File: src/rtl/wdc_pkg.sv
package wdc_pkg;
  localparam int CORR_W = 7;

  typedef struct packed {
    logic              two_min;
    logic [CORR_W-1:0] corr_n;
  } cal_word_t;
endpackage

File: src/rtl/wdc_prescaler.sv
module wdc_prescaler #(
  parameter int PRE_LOG2 = 2
) (
  input  logic clk,
  input  logic rst,
  output logic stage_pulse
);
  logic [PRE_LOG2-1:0] pre_cnt;

  always_ff @(posedge clk) begin
    if (rst) pre_cnt <= '0;
    else     pre_cnt <= pre_cnt + 1'b1;
  end

  // one clock-wide pulse per stage slot (8192 Hz nominal)
  always_comb stage_pulse = &pre_cnt;
endmodule

File: src/rtl/wdc_pulse_gate.sv
module wdc_pulse_gate #(
  parameter int CORR_W = 7
) (
  input  logic              clk,
  input  logic              rst,
  input  logic              stage_pulse,
  input  logic              period_edge,
  input  logic [CORR_W-1:0] corr_n,
  output logic              pass_pulse,
  output logic [CORR_W-1:0] del_cnt
);
  logic pending;

  always_comb begin
    pending    = (del_cnt != '0);
    pass_pulse = stage_pulse && !pending;
  end

  always_ff @(posedge clk) begin
    if (rst) begin
      del_cnt <= '0;
    end else if (period_edge) begin
      del_cnt <= corr_n;                 // a new burst starts on the next slot
    end else if (stage_pulse && pending) begin
      del_cnt <= del_cnt - 1'b1;         // this slot is swallowed
    end
  end
endmodule

File: src/rtl/wdc_fine_div.sv
module wdc_fine_div #(
  parameter int FINE_LOG2 = 13,
  parameter int MON_BIT   = 7
) (
  input  logic                 clk,
  input  logic                 rst,
  input  logic                 pass_pulse,
  output logic [FINE_LOG2-1:0] fine_cnt,
  output logic                 tick_q,
  output logic                 mon_q
);
  always_ff @(posedge clk) begin
    if (rst) begin
      fine_cnt <= '0;
      tick_q   <= 1'b0;
      mon_q    <= 1'b0;
    end else begin
      tick_q <= pass_pulse && (&fine_cnt);
      mon_q  <= fine_cnt[MON_BIT];
      if (pass_pulse) fine_cnt <= fine_cnt + 1'b1;
    end
  end
endmodule

File: src/rtl/wdc_period_ctr.sv
module wdc_period_ctr #(
  parameter int SECS_PER_MIN = 60
) (
  input  logic clk,
  input  logic rst,
  input  logic tick,
  input  logic two_min,
  output logic minute_q,
  output logic edge_q
);
  localparam int SEC_W = (SECS_PER_MIN > 1) ? $clog2(SECS_PER_MIN) : 1;
  localparam logic [SEC_W-1:0] SEC_LAST = SEC_W'(SECS_PER_MIN - 1);

  logic [SEC_W-1:0] sec_cnt;
  logic             odd_min;

  always_ff @(posedge clk) begin
    if (rst) begin
      sec_cnt  <= '0;
      odd_min  <= 1'b0;
      minute_q <= 1'b0;
      edge_q   <= 1'b0;
    end else begin
      minute_q <= 1'b0;
      edge_q   <= 1'b0;
      if (tick) begin
        if (sec_cnt == SEC_LAST) begin
          sec_cnt  <= '0;
          minute_q <= 1'b1;
          if (!two_min || odd_min) begin
            edge_q  <= 1'b1;
            odd_min <= 1'b0;
          end else begin
            odd_min <= 1'b1;
          end
        end else begin
          sec_cnt <= sec_cnt + 1'b1;
        end
      end
    end
  end
endmodule

File: src/rtl/watch_cal_divider.sv
module watch_cal_divider
  import wdc_pkg::*;
#(
  parameter int PRE_LOG2     = 2,
  parameter int FINE_LOG2    = 13,
  parameter int MON_DIV_LOG2 = 10,
  parameter int SECS_PER_MIN = 60
) (
  input  logic       clk,
  input  logic       rst,
  input  logic [7:0] cal_cfg,
  output logic       tick_1hz,
  output logic       minute_stb,
  output logic       mon_sq
);
  localparam int MON_BIT = MON_DIV_LOG2 - 1 - PRE_LOG2;

  cal_word_t         cfg_w;
  logic              stage_pulse;
  logic              pass_pulse;
  logic              period_edge;
  logic [CORR_W-1:0] del_cnt;
  logic [FINE_LOG2-1:0] fine_cnt;

  always_comb cfg_w = cal_word_t'(cal_cfg);

  wdc_prescaler #(.PRE_LOG2(PRE_LOG2)) u_pre (
    .clk(clk), .rst(rst), .stage_pulse(stage_pulse)
  );

  wdc_pulse_gate #(.CORR_W(CORR_W)) u_gate (
    .clk(clk), .rst(rst), .stage_pulse(stage_pulse),
    .period_edge(period_edge), .corr_n(cfg_w.corr_n),
    .pass_pulse(pass_pulse), .del_cnt(del_cnt)
  );

  wdc_fine_div #(.FINE_LOG2(FINE_LOG2), .MON_BIT(MON_BIT)) u_fine (
    .clk(clk), .rst(rst), .pass_pulse(pass_pulse),
    .fine_cnt(fine_cnt), .tick_q(tick_1hz), .mon_q(mon_sq)
  );

  wdc_period_ctr #(.SECS_PER_MIN(SECS_PER_MIN)) u_period (
    .clk(clk), .rst(rst), .tick(tick_1hz), .two_min(cfg_w.two_min),
    .minute_q(minute_stb), .edge_q(period_edge)
  );
endmodule

File: config.mk
export PLATFORM = sky130hd
export DESIGN_NAME = watch_cal_divider
export DESIGN_NICKNAME = d
export VERILOG_FILES = /design/src/rtl/wdc_pkg.sv /design/src/rtl/wdc_prescaler.sv /design/src/rtl/wdc_pulse_gate.sv /design/src/rtl/wdc_fine_div.sv /design/src/rtl/wdc_period_ctr.sv /design/src/rtl/watch_cal_divider.sv
export SDC_FILE = /design/constraint.sdc
export NUM_CORES = 1
export LEC_CHECK = 0
export BUFFER_PORTS_ARGS = -buffer_cell sky130_fd_sc_hd__buf_2
export CELL_PAD_IN_SITES_DETAIL_PLACEMENT = 0
export CELL_PAD_IN_SITES_GLOBAL_PLACEMENT = 1
export CORE_MARGIN = 5
export CORE_UTILIZATION = 25
export CTS_CLUSTER_DIAMETER = 150
export CTS_CLUSTER_SIZE = 16
export DETAILED_ROUTE_END_ITERATION = 6
export PLACE_DENSITY = 0.56
export SKIP_LAST_GASP = 1
export SYNTH_ARGS = -nofsm -noshare
export SYNTH_HDL_FRONTEND = slang
export SYNTH_SLANG_ARGS = --single-unit
File: constraint.sdc
create_clock -name clk -period 1.65 [get_ports clk]
set_clock_uncertainty 0.05 [all_clocks]
set_input_delay 0.495 -clock clk [delete_from_list [all_inputs] [get_ports clk]]
set_output_delay 0.495 -clock clk [all_outputs]
set_load 0.03 [all_outputs]
# == Yosys cells after proc, flatten, opt, wreduce, memory -nomap -nowiden ==
# Cells that the tools add are included.
# op_classes
n_addsub,4
eq_ne,1
mux,6
bitwise_logic,2
n_reduce_logical,13
# op_table
cell,n
$mux 7,2
$add 13x1->13 const B,1
$reduce_and 13->1,1
$reduce_bool 7->1,1
$sub 7x1->7 const B,1
$add 6x1->6 const B,1
$eq 6x6->1 const B,1
$mux 6,1
$reduce_and 2->1,2
$logic_and 1x1->1,3
$mux 1,3
$reduce_or 3->1,1
$add 2x1->2 const B,1
$logic_not 1->1,2
$not 1->1,2
$reduce_bool 2->1,1
$reduce_or 2->1,1
$logic_or 1x1->1,1
# totals
regBits,33
in_bits,10
output_inout_bits,3
word_cells,35

# == Logic depth before layout (Yosys ltp) ==
# depth
word_depth,4
depth_mapped,7
ltp_nobuf,6

# == Modules after synthesis ==
# From an unflattened synthesis, not the netlist that was laid out.
# hier_totals
cells_unflattened,169
hier_area_um2,1565.3
# modules_own_cells
module,instances,cells_each,area_per_inst_um2,seq_area_each_um2
wdc_fine_div,1,70,655.6,300.3
wdc_pulse_gate,1,56,471.7,140.1
wdc_period_ctr,1,38,375.4,180.2
wdc_prescaler,1,5,62.6,40.0

# == Worst setup path after synthesis ==
# No wires, ideal clock.
# synth_path
path_kind,register to register
start,reg u_gate.del_cnt[0]
end,reg u_fine.fine_cnt[12]
setup_time_ns,0.071
arrival_time_ns,1.634
required_ns,1.529
setup_slack_ns,-0.105
stages_incl_launch_ff,8
n_path_buf,1
period_less_slack_ns,1.755
cell_sequence,dfxtp_1 inv_1 ha_1 nor2b_1 clkbuf_1 nand3_1 or4_1 a21oi_1
# synth_via
elab_chain_cells,3
# synth_rtl
item,line,rtl
start: declaration,wdc_pulse_gate.sv:10,output logic [CORR_W-1:0] del_cnt
start signal: assignment,wdc_pulse_gate.sv:23,del_cnt <= corr_n;
start signal: assignment,wdc_pulse_gate.sv:25,del_cnt <= del_cnt - 1'b1;
$reduce_bool 7->1,wdc_pulse_gate.sv:15,pending = (del_cnt != '0);
$logic_not 1->1,wdc_pulse_gate.sv:16,pass_pulse = stage_pulse && !pending;
$logic_and 1x1->1,wdc_pulse_gate.sv:16,
end signal: assignment,wdc_fine_div.sv:20,if (pass_pulse) fine_cnt <= fine_cnt + 1'b1;
end: declaration,wdc_fine_div.sv:8,"output logic [FINE_LOG2-1:0] fine_cnt,"
# Every way passes these cells.
# A chain may end at the register's enable or synchronous reset.

# == Final worst setup path ==
# layout_path
start,reg u_gate.del_cnt[2]
end,reg u_gate.del_cnt[6]
# layout_via
elab_chain_cells,3
word_cells_on_any_way,6
cone_classes,1 x add/sub; 2 x mux; 3 x reduce/logical
# layout_rtl
item,line,rtl
$sub 7x1->7 or $reduce_bool 7->1 (tied branches),"wdc_pulse_gate.sv:25, wdc_pulse_gate.sv:15",
$mux 7 or $logic_and 1x1->1 (tied branches),wdc_pulse_gate.sv:24,end else if (stage_pulse && pending) begin
$mux 7 or $reduce_bool 2->1 (tied branches),--,
# Parallel ways exist; a longest one is shown, timed or not. The select of a mux whose other input is x is not followed.

==> impl_metrics.ini <==
[floorplan]
initial_utilization_pct = 25.4
fp.coreArea_sq_um = 5850
io_pins = 13
die_height_um = 87.2
fp.dieW_um = 87.2
rows = 28
die_area_sq_um = 7600

[setup_path]
crit_required_ns = 1.80
ff2ff_setup_slack_ns = 0.003
r2r_end = u_gate.del_cnt[6]
cp.arrival_ns = 1.79
reg2regPathDepth = 3
cp-start-kind = flop
crit_slowest_cell = or4_4
timing.rr.start = u_gate.del_cnt[2]
critPathMaxFanout = 4
path_cells = or4_4, or4_1, a311oi_1
worstSetupEndpointType = flop
cpPeakStageDelay_ns = 0.55
crit_type = reg2reg

[sta]
max_freq_mhz = 607
fin_crit_sh_pct = 99.8
layout_min_cycle_time_ns = 1.65
finalSetupViolCount = 0
rsz0062_at_grt = true
slew_violations = 0
max-slew-margin-rel_pct = 78.2
hold_viol_final = 0
setup-tns-final_ns = 0
tightest_slew_ns = 0.327

[pwr]
vdd_drop_max_mv = 0.267
power_mw = 1.54
powerDensity_nw_per_um2 = 764
leakage_nw = 0.777

[detailed_routing]
drc = 0
avgViaCountPerCell = 4.51
routed_wl_um = 3340
first_pass_iters = 2
wl_per_cell_um = 11.6
ant_nets = 0
drt_iter0_markers = 40
vias = 1294

[hold_path]
hold_path_end = u_pre.pre_cnt[0]
hold_class = reg2reg
min_from = u_pre.pre_cnt[0]
holdPathStages = 1

[global_routing]
gr-total-overflow = 0
antenna_found_initial = 0
grt_start_max_net_pins = 17
grt_pass1_wl_um = 6090
grt_pass1_vias = 1335
grtUsageTotal_pct = 10.2

[logic_synthesis]
yosysSeqAreaShare_pct = 44.4
synthFlopType = dfxtp_1
syn_area_sq_um = 1490
synthDistinctLibCells = 34
synthCells = 169
synth_area_per_cell_sq_um = 8.81
synth_edf_count = 0
ys_seq_elements = 33
syn_nets = 184
yosysWarningCount = 0
async_flop_share_pct = 0

[clock_network]
cts_tree = built
htree_levels = 2
cts_made_buffers = 5
path_clk_slew_ns = 0.07
cts_num_sinks = 33
cts.path.max_buffers = 2
cts_root_buffer = clkbuf_8
clock_latency_ns = 0.28
cts_hold_buf = 0

[place]
dp_hpwl_um = 2380
placed_area_sq_um = 1810
io_buffers = 12
place.gp.congestion = 0.738

[run_status]
status = completed

[cells_and_area]
area_growth_pct = 35.0
layout-drive-gt1-share_pct = 30.2
final_area_sq_um = 2010
final_core_util_pct = 34.3
nets = 226
antenna_cells = 0

[job]
drv_cap = 0
[cell usage after synthesis (2+ instances only)]
| cell type | instances | share of area, % |
|---|---|---|
| dfxtp_1 | 33 | 44 |
| nor2_1 | 21 | 5.3 |
| a21oi_1 | 12 | 4.0 |
| nand2_1 | 12 | 3.0 |
| xor2_1 | 9 | 5.3 |
| nand4_1 | 7 | 2.9 |
| o21ai_0 | 7 | 2.4 |
| nand3_1 | 6 | 2.0 |
| ha_1 | 5 | 4.2 |
| or3_1 | 5 | 2.1 |
| and3_1 | 4 | 1.7 |
| clkbuf_1 | 4 | 1.0 |
| inv_1 | 4 | 1.0 |
| nand2b_1 | 4 | 1.7 |
| nor2b_1 | 4 | 1.7 |
| nor3_1 | 4 | 1.3 |
| or4_1 | 4 | 2.0 |
| a211oi_1 | 3 | 1.5 |
| o31ai_1 | 3 | 1.5 |
| xnor2_1 | 3 | 1.8 |
| mux2i_1 | 2 | 1.3 |
[routing by layer]
metal  part of all wire [%]  up-vias  wire length (um)  GRT usage [%]
li1                       -      691                 -              -
met1                     49      584              1650           12.7
met2                     46       13              1530           16.5
met3                    2.8        6                93           2.55
met4                    2.2        0                74           4.60
met5                      0        -                 0              0
[where the power goes]
part,internal [mW],switching [mW],leakage (nW)
Combinational,0.0245,0.0301,0.456
Clock,0.377,0.299,0.0542
Sequential,0.802,0.00296,0.267
Total,1.20,0.332,0.777
[what timing repair did]
action                                  in CTS  in global routing
endpoints found under the setup margin      10                 17
setup buffers                                2                  1
gates resized for setup                      4                 14
pin swaps                                    2                  7
[flip-flops by register name, summed over array words and instances (netlist names)]
register	count
u_pre.pre_cnt	2
u_period.odd_min	1
u_period.minute_q	1
u_fine.fine_cnt	13
u_gate.del_cnt	7
u_period.sec_cnt	6
u_fine.tick_q	1
u_period.edge_q	1
u_fine.mon_q	1
[worst max-delay path by stage]
stage	startpoint	endpoint	slack [ns]	depth (start not counted)
floorplan	u_gate.del_cnt[0]	u_fine.fine_cnt[12]	0.02	7
global route	u_gate.del_cnt[2]	u_gate.del_cnt[6]	-0.06	3
CTS	u_gate.del_cnt[3]	u_gate.del_cnt[6]	-0.0001	3
global placement	u_gate.del_cnt[0]	u_fine.fine_cnt[10]	-0.05	6
finish	u_gate.del_cnt[2]	u_gate.del_cnt[6]	0.003	3
detailed placement	u_gate.del_cnt[0]	u_fine.fine_cnt[10]	-0.15	6
[layout by cell type, fill, tap and decap left out, types with 5 or more instances in the layout]
cell,count
dfxtp_1,31
buf_4,27
nor2_1,20
nand2_1,12
buf_2,12
a21oi_1,10
xor2_1,9
nand4_1,7
clkbuf_8,7
o21ai_0,5
nand3_1,5
ha_1,5
[through the flow]
step | cells | hold WS, ns | worst slack [ns]
after floorplan | 169 | 0.340 | 0.0171
after detailed placement | 276 | 0.354 | -0.152
after global placement | 276 | 0.353 | -0.0472
after global routing | 287 | 0.380 | -0.0618
final | 287 | 0.363 | 0.00259
after CTS | 286 | 0.365 | -0.000141
[kinds of logic (layout without fill, tap and decap cells)]
logic type,after synthesis,count (layout),synth area share (%)
mux,2,2,1.34
compound gates,31,31,12.7
simple gates,76,76,27.8
fa+ha+maj,5,5,4.20
flops,33,33,44.4
xor+xnor,12,12,7.06
buf+inv,10,53,2.52
[cell type report]
type / count / area [sq um]
flip-flops and latches: 33 / 663
clock buffers: 7 / 96.3
repair buffers: 40 / 274
fillers: 621 / 3840
inverters: 5 / 18.8
multi-input cells: 126 / 858
well taps: 75 / 93.8
clock inverters: 1 / 5.00
[worst max-delay path: cells and delay by family, from the launching register on]
family | cells | cell delay, ns
AOI/OAI and AO/OA | 1 | 0.21
DFF | 1 | 0.34
and+or+nand+nor | 2 | 0.96
(Power assumes the default switching activity.)
